### src/rtl/pkey_pkg.sv
package pkey_pkg;
  localparam int NUM_KEYS = 16;
  localparam int KEY_W    = $clog2(NUM_KEYS);
  localparam int RIGHTS_W = 2 * NUM_KEYS;
  localparam int ERR_W    = 6;
  localparam int IDX_W    = 4;
  localparam int ENTRIES  = 1 << IDX_W;
  localparam int MASK_W   = 2 * ENTRIES;

  // error-code bit positions
  localparam int EC_P   = 0;
  localparam int EC_WR  = 1;
  localparam int EC_US  = 2;
  localparam int EC_RSV = 3;
  localparam int EC_F   = 4;
  localparam int EC_PK  = 5;

  // index layout: {fetch, page_user, user, write}
  function automatic logic [IDX_W-1:0] make_index(logic fetch, logic page_user,
                                                  logic user, logic wr);
    return {fetch, page_user, user, wr};
  endfunction

  // entry: bit0 = access-disable enable, bit1 = write-disable enable
  function automatic logic [1:0] entry_bits(logic [IDX_W-1:0] idx, logic wp);
    logic ad_en;
    logic wd_en;
    ad_en = !idx[3] && idx[2];
    wd_en = ad_en && idx[0] && (idx[1] || wp);
    return {wd_en, ad_en};
  endfunction

  function automatic logic policy_on(logic key_en, logic long_mode, logic nested);
    return key_en && long_mode && !nested;
  endfunction
endpackage

### src/rtl/pkey_mask_reg.sv
module pkey_mask_reg
  import pkey_pkg::*;
(
  input  logic              clk,
  input  logic              rst_n,
  input  logic              load,
  input  logic              key_en,
  input  logic              long_mode,
  input  logic              wr_protect,
  input  logic              nested,
  output logic [MASK_W-1:0] mask_q
);
  logic [MASK_W-1:0] table_w;
  logic              enable_w;

  assign enable_w = policy_on(key_en, long_mode, nested);

  for (genvar e = 0; e < ENTRIES; e++) begin : g_entry
    assign table_w[2*e +: 2] = entry_bits(IDX_W'(e), wr_protect);
  end

  always_ff @(posedge clk or negedge rst_n) begin
    if (!rst_n) begin
      mask_q <= '0;
    end else if (load) begin
      mask_q <= enable_w ? table_w : '0;
    end
  end
endmodule

### src/rtl/pkey_entry_sel.sv
module pkey_entry_sel
  import pkey_pkg::*;
(
  input  logic [MASK_W-1:0] mask,
  input  logic [IDX_W-1:0]  idx,
  output logic [1:0]        entry
);
  assign entry = mask[{idx, 1'b0} +: 2];
endmodule

### src/rtl/pkey_rights_sel.sv
module pkey_rights_sel
  import pkey_pkg::*;
(
  input  logic [RIGHTS_W-1:0] rights,
  input  logic [KEY_W-1:0]    key,
  output logic [1:0]          pair
);
  assign pair = rights[{key, 1'b0} +: 2];
endmodule

### src/rtl/pkey_access_check.sv
module pkey_access_check
  import pkey_pkg::*;
(
  input  logic                clk,
  input  logic                rst_n,
  input  logic                cfg_load,
  input  logic                cfg_key_en,
  input  logic                cfg_long_mode,
  input  logic                cfg_wr_protect,
  input  logic                cfg_nested,
  input  logic [ERR_W-1:0]    acc_err_code,
  input  logic                acc_page_user,
  input  logic [KEY_W-1:0]    acc_key,
  input  logic [RIGHTS_W-1:0] acc_rights,
  output logic                violation,
  output logic [ERR_W-1:0]    err_code_out
);
  logic [MASK_W-1:0] mask_q;
  logic [IDX_W-1:0]  lookup_idx;
  logic [1:0]        sel_entry;
  logic [1:0]        key_pair;

  pkey_mask_reg u_mask (
    .clk        (clk),
    .rst_n      (rst_n),
    .load       (cfg_load),
    .key_en     (cfg_key_en),
    .long_mode  (cfg_long_mode),
    .wr_protect (cfg_wr_protect),
    .nested     (cfg_nested),
    .mask_q     (mask_q)
  );

  assign lookup_idx = make_index(acc_err_code[EC_F], acc_page_user,
                                 acc_err_code[EC_US], acc_err_code[EC_WR]);

  pkey_entry_sel u_entry (
    .mask  (mask_q),
    .idx   (lookup_idx),
    .entry (sel_entry)
  );

  pkey_rights_sel u_rights (
    .rights (acc_rights),
    .key    (acc_key),
    .pair   (key_pair)
  );

  assign violation = |(sel_entry & key_pair);

  always_comb begin
    err_code_out        = acc_err_code;
    err_code_out[EC_PK] = violation;
  end
endmodule

### config.mk
export PLATFORM = sky130hd
export DESIGN_NAME = pkey_access_check
export DESIGN_NICKNAME = d
export VERILOG_FILES = /design/src/rtl/pkey_pkg.sv /design/src/rtl/pkey_mask_reg.sv /design/src/rtl/pkey_entry_sel.sv /design/src/rtl/pkey_rights_sel.sv /design/src/rtl/pkey_access_check.sv
export SDC_FILE = /design/constraint.sdc
export NUM_CORES = 1
export LEC_CHECK = 0
export ABC_CLOCK_PERIOD_IN_PS = 3200
export BUFFER_PORTS_ARGS = -buffer_cell sky130_fd_sc_hd__buf_2
export CAP_MARGIN = 20
export CORE_MARGIN = 5
export CORE_UTILIZATION = 34
export CTS_BUF_LIST = sky130_fd_sc_hd__clkbuf_4 sky130_fd_sc_hd__clkbuf_8 sky130_fd_sc_hd__clkbuf_16
export DETAILED_ROUTE_END_ITERATION = 8
export PLACE_DENSITY_LB_ADDON = 0.25
export SLEW_MARGIN = 40
export SYNTH_ARGS = -nofsm -noshare
export SYNTH_HDL_FRONTEND = slang
export SYNTH_SLANG_ARGS = --single-unit
### constraint.sdc
create_clock -name clk -period 3.2 [get_ports clk]
set_clock_uncertainty 0.2 [all_clocks]
set_input_delay 0.16 -clock clk [delete_from_list [all_inputs] [get_ports clk]]
set_output_delay 0.16 -clock clk [all_outputs]
set_load 0.005 [all_outputs]
* After elaboration in Yosys (flattened, before gate mapping)
Cells that the tools add are included.
** Word-level totals
- Bits in registers :: 32
- Input port bits :: 50
- Output and inout port bits :: 7
- Word-level logic and storage cells :: 9
** Operators by class
- Shift operators :: 2
- Muxes and demuxes :: 1
- Bitwise operators :: 1
- Reductions and logical operators :: 4
** Operators with widths (number)
- $shiftx 32x6->2 :: 2
- $mux 16 :: 1
- $and 2x2->2 :: 1
- $logic_and 1x1->1 :: 2
- $reduce_or 2->1 :: 1
- $logic_not 1->1 :: 1

* Logic depth before layout (Yosys ltp)
Gate-level depths: netlist (run 1).
- Depth after elaboration :: 3
- Mapped depth :: 6
- Gate-level depth less buffers :: 4

* Hierarchy
A second synthesis (run 1) with hierarchy kept.
** Second synthesis, totals
- Cell total of the unflattened synthesis :: 89
- Area, all modules :: 908.4 sq um
** By module, submodules not included
- pkey_mask_reg :: times used 1, cells each 40, area each 316.6 sq um, seq. area each 50.0 sq um
- pkey_entry_sel :: times used 1, cells each 21, area each 269.0 sq um, seq. area each 0.0 sq um
- pkey_rights_sel :: times used 1, cells each 21, area each 269.0 sq um, seq. area each 0.0 sq um
- pkey_access_check :: times used 1, cells each 7, area each 53.8 sq um, seq. area each 0.0 sq um

* Worst setup path after synthesis (run 1)
OpenSTA, ideal clock, no wires.
- Kind :: input -> output
- Start point :: input acc_key[1]
- End point :: output err_code_out[5]
- Data arrival time :: 1.327 ns
- Data required time :: 2.840 ns
- Path slack :: 1.513 ns
- Stages on the path :: 6
- Path buffers :: 2
- Path through :: buf_6 mux4_2 or2_0 nand4_1 nand4_1 buf_4
** On the way
- Longest elaborated chain between the ends :: 3
** RTL lines
- start: declaration :: line pkey_access_check.sv:13 : input logic [KEY_W-1:0] acc_key,
- $shiftx 32x6->2 :: line pkey_rights_sel.sv:8 : assign pair = rights[{key, 1'b0} +: 2];
- $and 2x2->2 :: line pkey_access_check.sv:49 : assign violation = |(sel_entry & key_pair);
- $reduce_or 2->1 :: line pkey_access_check.sv:49
- end: declaration :: line pkey_access_check.sv:16 : output logic [ERR_W-1:0] err_code_out
Every way passes these cells.

* Worst setup path after layout (run 1)
- Start point :: input acc_key[0]
- End point :: output violation
** On the way
- Longest elaborated chain between the ends :: 3
** RTL lines
- $shiftx 32x6->2 :: line pkey_rights_sel.sv:8
- $and 2x2->2 :: line pkey_access_check.sv:49
- $reduce_or 2->1 :: line pkey_access_check.sv:49
- end: declaration :: line pkey_access_check.sv:15 : output logic violation,
Every way passes these cells.

==> metrics.yaml, run 1 <==
grt_antenna_before_repair: 0
final_util_pct: 55.7
ios: 57
dieArea_mm2: 0.00225
cts_tree: "built"
powerDensity_mw_per_mm2: 206
cts_resized: 0
fp-row-count: 13
outcome: "finished clean"
finalSetupViolCount: 0
post_cts_buffers: 0
drtIter0Drc: 2
ant_nets: 0
critical-path-slowest-cell: "mux4_1"
dp_hpwl_um: 1220
regMostFlops: "u_mask.mask_q"
synth-edff-count: 0
rsz0062_at_grt: "no"
largest_reg_flops: 2
numPortBuffers: 51
synth.largest_area_cell: "mux2i_1"
postCtsHoldBufs: 3
place_congestion: 0.710
drive_gt1_share_pct: 57.6
tightest_slew_ps: 362
post-route-min-period_ps: 1870
drc: 0
drv_slew: 0
grt_max_degree: 12
top_regs: "u_mask.mask_q (2)"
grt_pass1_vias: 551
n_fill_cell: 130
post_drt_wl_per_cell_um: 13.0
syn_nets: 100
met3_length_um: 184
via_count: 575
synth.distinct_cells: 23
track_usage_pct: 13.3
synth_top_area_share_pct: 18.9
grt_pass1_wl_um: 2100
swShare_pct: 26.4
cpMostUsedCell: "buf_2"
intPower_mw: 0.111
p_switching_mw: 0.0399
die_y_um: 47.4
cts_buffer_depth: 2
critPathMaxStageDelay_ps: 570
vdd_drop_max_mv: 0.162
num_antenna_cells: 0
syn_avg_cell_area_um2: 9.51
cts_max_level: 1
met1_length_um: 503
cp_max_fo: 11
nNetsFinal: 151
syn_to_final_growth_pct: 54.5
cts_buffers: 3
worst_ep_required_time_ps: 2840
power_frac_seq_pct: 18.3
clock_latency_ps: 220
top_layer: "met4"
slew_headroom_pct: 75.6
max-cap-violations: 0
synth.cell_area_um2: 475
worstPathArrival_ps: 1510
clkPwrFrac_pct: 36.7
cts.sink_count: 2
synth-main-ff-cell: "dfrtp_1"
crit_chain: "buf_2 > mux4_1 > or2b_1 > nand3_1 > nand4_1 > buf_2"
synthCells: 50
clk_pin_slew_ps: 30
critPathTopFamily: "multiplexers"
async_reset_ff_share_pct: 100
path_buf_inv: 2
routed_wl_um: 1480
hold_viol: 0
hold_path_class: "input port to asynchronous set/reset pin"
wl_met2_um: 778
drt-vias-per-instance: 5.04
fin_hold_ws_ps: 65.1
fmax_mhz: 534
die_w_um: 47.4
p_leak_nw: 0.400
worstSetupPathType: "input port to primary output"
final.setup.tns_ps: 0
period_share_pct: 58.6
coreArea_mm2: 0.00132
seq_area_frac_synth_pct: 10.5
grt-ovfl-total: 0
start_util_pct: 36.1
comb_power_share_pct: 45.0
synth.most_common_cell: "mux2i_1"
ys_seq_elements: 2
root_buffer: "clkbuf_4"
cp-start-kind: "input port"
synth_commonest_cells: "mux2i_1, buf_4, nand3_1"
first_pass_iters: 4
yosys_warnings: 0
synth_area_leaders: "mux2i_1, mux4_1, dfrtp_1"
setup.worst_path.end_class: "primary output"
cells by family (layout without fill, tap and decap cells):
| logic type | after synthesis | in the layout | share of synthesized area (%) |
|---|---|---|---|
| compound gates | 6 | 6 | 8.42 |
| mux | 14 | 14 | 41.8 |
| buf+inv | 9 | 58 | 15.0 |
| flops | 2 | 2 | 10.5 |
| simple gates | 19 | 19 | 24.2 |
worst paths after layout:
kind | from | endpoint | slack (ps) | cells past startpoint
max | acc_key[0] | violation | 1330 | 6
min | rst_n | u_mask.mask_q[14]$_DFFE_PN0P_ | 70 | 2
max reg2reg | u_mask.mask_q[11]$_DFFE_PN0P_ | u_mask.mask_q[11]$_DFFE_PN0P_ | 1840 | 3
min reg2reg | u_mask.mask_q[14]$_DFFE_PN0P_ | u_mask.mask_q[14]$_DFFE_PN0P_ | 360 | 1
max in group asynchronous | rst_n | u_mask.mask_q[11]$_DFFE_PN0P_ | 2640 | 2
min in group clk | acc_err_code[0] | err_code_out[0] | 120 | 0
layer usage:
| metal | GRT usage [%] | vias to the layer above |
|---|---|---|
| met5 | 0 | - |
| li1 | - | 289 |
| met4 | 6.63 | 0 |
| met3 | 3.45 | 2 |
| met1 | 12.9 | 254 |
| met2 | 25.4 | 30 |
metrics by stage:
| stage | total power, mW | cell area [µm²] | cells | worst slack, ps |
|---|---|---|---|---|
| global placement | 0.0921 | 682 | 108 | 1330 |
| finish | 0.151 | 734 | 114 | 1330 |
| floorplan | 0.0652 | 475 | 50 | 1510 |
| global route | 0.166 | 734 | 114 | 1240 |
| detailed placement | 0.0939 | 682 | 108 | 1310 |
| CTS | 0.155 | 734 | 114 | 1310 |
layout make-up:
cell class / count / area, µm² / area share, %
Sequential cell: 2 / 50.0 / 6.81
Clock buffer: 3 / 22.5 / 3.07
Inverter: 1 / 3.75 / 0.511
Timing Repair Buffer: 54 / 285 / 38.8
Tap cell: 15 / 18.8 / 2.56
Multi-Input combinational cell: 39 / 354 / 48.2
power by group through the flow:
stage / clock network, mW / logic (mW) / registers, mW
final: 0.0555 / 0.0680 / 0.0276
after global placement: 0 / 0.0642 / 0.0279
after detailed placement: 0 / 0.0660 / 0.0279
after CTS: 0.0588 / 0.0686 / 0.0277
after floorplan: 0 / 0.0375 / 0.0276
after global routing: 0.0616 / 0.0760 / 0.0279
cells in the final DEF, fill, tap and decap left out:
master and n:
mux2_2 1, buf_2 51, dfrtp_1 2, nand3_1 5, or2b_1 2, or2_0 1, nand2_1 2, clkbuf_4 3
nor2b_1 2, dlygate4sd3_1 3, nor2_1 2, a2bb2oi_1 1, a22oi_1 1, nand4_1 2, inv_1 1, a21oi_1 1
mux4_1 2, nand4b_1 1, o21ai_0 1, nor4bb_1 2, mux2i_1 9, mux4_2 2, a21boi_0 1, a31oi_1 1
Power figures use the tool's default switching activity.
==> run 2, diff against run 1 <==
ABC_CLOCK_PERIOD_IN_PS = 1700   (was 3200)
CORE_UTILIZATION = 29   (was 34)
clock period = 1.7 ns   (was 3.2 ns; I/O delays follow)
==> metrics.yaml, run 2 (same netlist as run 1, synthesis figures left out) <==
outcome: "finished clean"
start_util_pct: 31.2  # -4.9 points
vdd_drop_max_mv: 0.143  # -11%
final_area_um2: 802  # +9.2%
final_util_pct: 52.6  # -3.1 points
fp-row-count: 14  # +1
cts.sink_count: 2  # unchanged
ff2ff_setup_slack_ps: 290  # -1550 ps
fin_cells: 122  # +7.0%
largest_reg_flops: 2  # unchanged
post-route-min-period_ps: 1670
place_area_um2: 706  # +3.5%
final_common_cell: "buf_2"
hold_path_class: "input port to flip-flop"
ant_nets: 0  # unchanged
post_drt_wl_per_cell_um: 13.2  # +1.5%
coreArea_mm2: 0.00152  # +16%
via_count: 606  # +5.4%
drt-vias-per-instance: 4.97  # -1.5%
grt_antenna_before_repair: 0  # unchanged
finalSetupViolCount: 0  # unchanged
fin_hold_ws_ps: 82.9  # +17.8 ps
dp.cells: 112  # +3.7%
clock_latency_ps: 220  # about the same
setup.worst_path.end_class: "primary output"
slew_headroom_pct: 78.1  # +2.5 points
grt_pass1_vias: 679  # +23%
hold_viol: 0  # unchanged
die_w_um: 50.5  # +6.5%
cts_max_level: 1  # unchanged
worstSetupPathType: "flip-flop to primary output"
worstRegToRegCells: 3  # unchanged
die_y_um: 50.5  # +6.5%
cts_buffers: 3  # unchanged
r2r_end: "u_mask.mask_q[11]$_DFFE_PN0P_"
num_antenna_cells: 0  # unchanged
worst_ep_required_time_ps: 1410  # -1430 ps
drv_slew: 0  # unchanged
dieArea_mm2: 0.00255  # +13%
grt-ovfl-total: 0  # unchanged
nNetsFinal: 158  # +4.6%
drc: 0  # unchanged
cts_tree: "built"
max-cap-violations: 0  # unchanged
seq_area_um2: 50.0  # unchanged
top_regs: "u_mask.mask_q (2)"
routed_wl_um: 1610  # +8.6%
cp-endpoint: "violation"
cp-start-kind: "flip-flop"
rr_startpoint: "u_mask.mask_q[11]$_DFFE_PN0P_"
layout_common_cells: "buf_2, mux2i_1, dlygate4sd3_1"
grt_max_degree: 8  # -4
tightest_slew_ps: 324  # -37.4 ps
multi_input_area_um2: 360  # +1.8%
worstPathArrival_ps: 1380  # -130 ps
p_leak_nw: 0.433  # +8.1%
syn_to_final_growth_pct: 68.7
drtIter0Drc: 3  # +1
n_fill_cell: 156  # +20%
track_usage_pct: 13.0  # -0.30 points
period_share_pct: 98.1
p_total_mw: 0.297  # +97%
fmax_mhz: 599
rsz0062_at_grt: "yes"
place_congestion: 0.721  # +1.6%
first_pass_iters: 4  # unchanged
numPortBuffers: 51  # unchanged
cp_max_fo: 2  # -9
ios: 57  # unchanged
clk_pin_slew_ps: 30  # about the same
drive_gt1_share_pct: 58.5  # +0.91 points
dp_hpwl_um: 1370  # +13%
powerDensity_mw_per_mm2: 371  # +80%
grt_pass1_wl_um: 2600  # +24%
regMostFlops: "u_mask.mask_q"
crit_path_start: "u_mask.mask_q[11]$_DFFE_PN0P_"
cts_buffer_depth: 2  # unchanged
root_buffer: "clkbuf_4"
==> run 2: changes by cell type in the layout (fill, tap and decap cells not counted) <==
| cell | previous run | this run |
|---|---|---|
| nor4bb_2 | 0 | 1 |
| nor4bb_1 | 2 | 1 |
| buf_4 | 0 | 4 |
| dlygate4sd3_1 | 3 | 6 |
==> run 2: report_power, final <==
group          switching (mW)  internal, mW  leakage [nW]
clock network          0.0247        0.0776        0.0138
logic                  0.0511        0.0927         0.392
registers             0.00110        0.0503        0.0272
==> run 2: final cells by class <==
class	count	share of cell area, %
sequential	2	6.24
multi-input combinational	39	44.9
inverter	1	0.468
clock buffer	3	2.81
tap	16	2.50
timing repair buffer	61	43.1
==> run 2: routing by layer <==
metal	track usage, %	share of wire [%]	vias up
li1	-	-	302
met1	13.9	34	259
met2	21.5	53	41
met3	3.25	10	4
met4	10.2	2.6	0
met5	0	0	-
==> run 2: worst max-delay path, stage by stage (launching register included) <==
cell,delay (ps)
dfrtp_1,340
mux2i_1,80
nor4bb_2,350
nand4_1,140
nand4_1,120
buf_2,130
==> run 2: how the worst min path moves through the flow <==
stage               startpoint                       endpoint  slack (ps)  cells after the start
floorplan                rst_n  u_mask.mask_q[11]$_DFFE_PN0P_        -410                      0
global placement         rst_n  u_mask.mask_q[14]$_DFFE_PN0P_        -330                      1
detailed placement       rst_n  u_mask.mask_q[14]$_DFFE_PN0P_        -320                      1
CTS                 cfg_nested  u_mask.mask_q[14]$_DFFE_PN0P_          80                      3
global route        cfg_nested  u_mask.mask_q[14]$_DFFE_PN0P_         100                      3
finish              cfg_nested  u_mask.mask_q[14]$_DFFE_PN0P_          80                      3
==> run 2: metrics by stage <==
| stage | TNS, ps | setup slack (ps) |
|---|---|---|
| after detailed placement | 0 | 79.9 |
| after global routing | -209 | -107 |
| after floorplan | 0 | 163 |
| after global placement | 0 | 102 |
| final | 0 | 31.7 |
| after CTS | -25.3 | -13.6 |
==> run 2: timing repair <==
action	in CTS	in global routing
pin swaps	3	3
setup endpoints to repair	2	2
buffers inserted	1	0
gates resized for setup	1	0
hold buffers	6	0
endpoints found under the hold margin	6	0
==> run 3, diff against run 2 <==
CORE_UTILIZATION = 30   (was 29)
CTS_BUF_LIST = sky130_fd_sc_hd__clkbuf_4   (was sky130_fd_sc_hd__clkbuf_4 sky130_fd_sc_hd__clkbuf_8 sky130_fd_sc_hd__clkbuf_16)
==> metrics.yaml, run 3 (same netlist as run 1, synthesis figures left out) <==
outcome: "finished clean"
crit_chain: "mux2i_1 > nor4bb_2 > nand4_1 > nand4_1 > buf_2"
tightest_slew_ps: 287  # -36.7 ps
worstRegToRegCells: 4  # +1
p_leak_nw: 0.433  # +0.14%
cts_max_level: 1  # unchanged
comb_power_share_pct: 47.7  # -0.6 points
fin_hold_ws_ps: 76.4  # -6.45 ps
path_buf_inv: 1  # unchanged
cts_buffer_depth: 2  # unchanged
regMostFlops: "u_mask.mask_q"
place_congestion: 0.779  # +8.1%
drv_slew: 0  # unchanged
grt_pass1_wl_um: 2480  # -4.8%
finalSetupViolCount: 0  # unchanged
met1_length_um: 534  # -0.74%
critical-path-slowest-cell: "nor4bb_2"
dieArea_mm2: 0.00248  # -2.7%
period_share_pct: 95.5  # -2.6 points
intPower_mw: 0.220  # -0.10%
post_drt_wl_per_cell_um: 12.4  # -6.0%
rsz0062_at_grt: "yes"
max-cap-violations: 0  # unchanged
setup.worst_path.end_class: "primary output"
crit_cells: 5  # unchanged
critPathMaxStageDelay_ps: 340  # about the same
hold_path_class: "input port to flip-flop"
ant_nets: 0  # unchanged
cp-start-kind: "flip-flop"
grt_antenna_before_repair: 0  # unchanged
swShare_pct: 26.2  # +0.33 points
clkPwrFrac_pct: 35.1  # +0.7 points
fmax_mhz: 616  # +2.7%
cp-endpoint: "err_code_out[5]"
grt_pass1_vias: 632  # -6.9%
root_buffer: "clkbuf_4"
drt-vias-per-instance: 4.95  # -0.33%
worstPathArrival_ps: 1340  # -40 ps
r2r_end: "u_mask.mask_q[11]$_DFFE_PN0P_"
cts.sink_count: 2  # unchanged
top_regs: "u_mask.mask_q (2)"
worst_slack_ps: 76.2  # +44.5 ps
worstSetupPathType: "flip-flop to primary output"
critPathTopFamily: "simple AND/OR/NAND/NOR gates"
layout_common_cells: "buf_2, mux2i_1, dlygate4sd3_1"
power_frac_seq_pct: 17.2  # about the same
num_antenna_cells: 0  # unchanged
routed_wl_um: 1510  # -6.0%
top_layer: "met3"
die_y_um: 49.8  # -1.3%
ff2ff_setup_slack_ps: 220  # -70 ps
drc: 0  # unchanged
met3_length_um: 194  # +15%
via_count: 604  # -0.33%
grt_max_degree: 10  # +2
rr_startpoint: "u_mask.mask_q[11]$_DFFE_PN0P_"
hold_viol: 0  # unchanged
first_pass_iters: 3  # -1
slew_headroom_pct: 80.6  # +2.5 points
cpMostUsedCell: "nand4_1"
dp_hpwl_um: 1260  # -7.8%
cts_tree: "built"
grt-ovfl-total: 0  # unchanged
cts_buffers: 3  # unchanged
die_w_um: 49.8  # -1.3%
syn_to_final_growth_pct: 68.7  # unchanged
cp_max_fo: 2  # unchanged
track_usage_pct: 12.6  # -0.46 points
numPortBuffers: 51  # unchanged
post-route-min-period_ps: 1620  # -44.5 ps
place_ws_ps: 100  # +20.5 ps
worst_ep_required_time_ps: 1410  # about the same
fp-row-count: 14  # unchanged
coreArea_mm2: 0.00151  # -1.1%
crit_path_start: "u_mask.mask_q[14]$_DFFE_PN0P_"
ios: 57  # unchanged
final_common_cell: "buf_2"
wl_met2_um: 780  # -8.9%
drive_gt1_share_pct: 58.5  # unchanged
vdd_drop_max_mv: 0.341  # +140%
start_util_pct: 31.6  # +0.36 points
drtIter0Drc: 6  # +3
p_switching_mw: 0.0781  # +1.6%
clock_latency_ps: 220  # about the same
largest_reg_flops: 2  # unchanged
clk_pin_slew_ps: 30  # about the same
powerDensity_mw_per_mm2: 372  # +0.35%
nNetsFinal: 158  # unchanged
[run 3: cell counts in the layout (fill, tap and decap cells not counted)]
No cell type changed its count.
[run 3: worst min-delay path by stage]
stage | start | endpoint | slack [ps] | cells past startpoint
after detailed placement | rst_n | u_mask.mask_q[11]$_DFFE_PN0P_ | -330 | 1
after CTS | cfg_nested | u_mask.mask_q[14]$_DFFE_PN0P_ | 70 | 3
after floorplan | rst_n | u_mask.mask_q[11]$_DFFE_PN0P_ | -410 | 0
after global routing | cfg_nested | u_mask.mask_q[14]$_DFFE_PN0P_ | 70 | 3
after global placement | rst_n | u_mask.mask_q[14]$_DFFE_PN0P_ | -330 | 1
final | cfg_nested | u_mask.mask_q[14]$_DFFE_PN0P_ | 80 | 3
[run 3: per-stage QoR]
stage	total power, mW	TNS (ps)	instances	utilization (%)	instance area, µm²
2_1_floorplan	0.123	0	50	-	475
3_3_place_gp	0.178	0	111	46.3	698
3_5_place_dp	0.180	0	111	46.3	698
4_1_cts	0.302	0	120	52.2	787
5_1_grt	0.333	-220	122	53.2	802
6_report	0.298	0	122	53.2	802
[run 3: worst reg2reg max path, cell delays in order, from the launching register on]
cell and delay [ps]:
dfrtp_1 360, buf_4 130, inv_1 40, o21ai_0 70, dlygate4sd3_1 560
[run 3: power by group through the flow]
stage	clock, mW	sequential, mW	combinational [mW]
finish	0.105	0.0513	0.142
global route	0.124	0.0514	0.158
CTS	0.111	0.0521	0.139
detailed placement	0	0.0526	0.127
global placement	0	0.0524	0.125
floorplan	0	0.0520	0.0706
[run 3: cell type report]
class | count | area [µm²]
clock buffer | 3 | 22.5
timing repair buffer | 61 | 345
sequential | 2 | 50.0
fill | 151 | 704
tap | 16 | 20.0
inverter | 1 | 3.75
multi-input combinational | 39 | 360
[run 3: routing by layer]
metal	up-vias	GRT usage (%)
met5	-	0
met4	0	5.24
met1	269	12.4
li1	304	-
met2	31	22.7
met3	0	5.12
[run 3: timing repair]
| action | CTS | global route |
|---|---|---|
| buffers inserted | 0 | 2 |
| hold buffers | 6 | 0 |
| setup endpoints to repair | 2 | 2 |
| endpoints found under the hold margin | 6 | 0 |
| resized for setup | 1 | 0 |
| pin swaps | 0 | 3 |
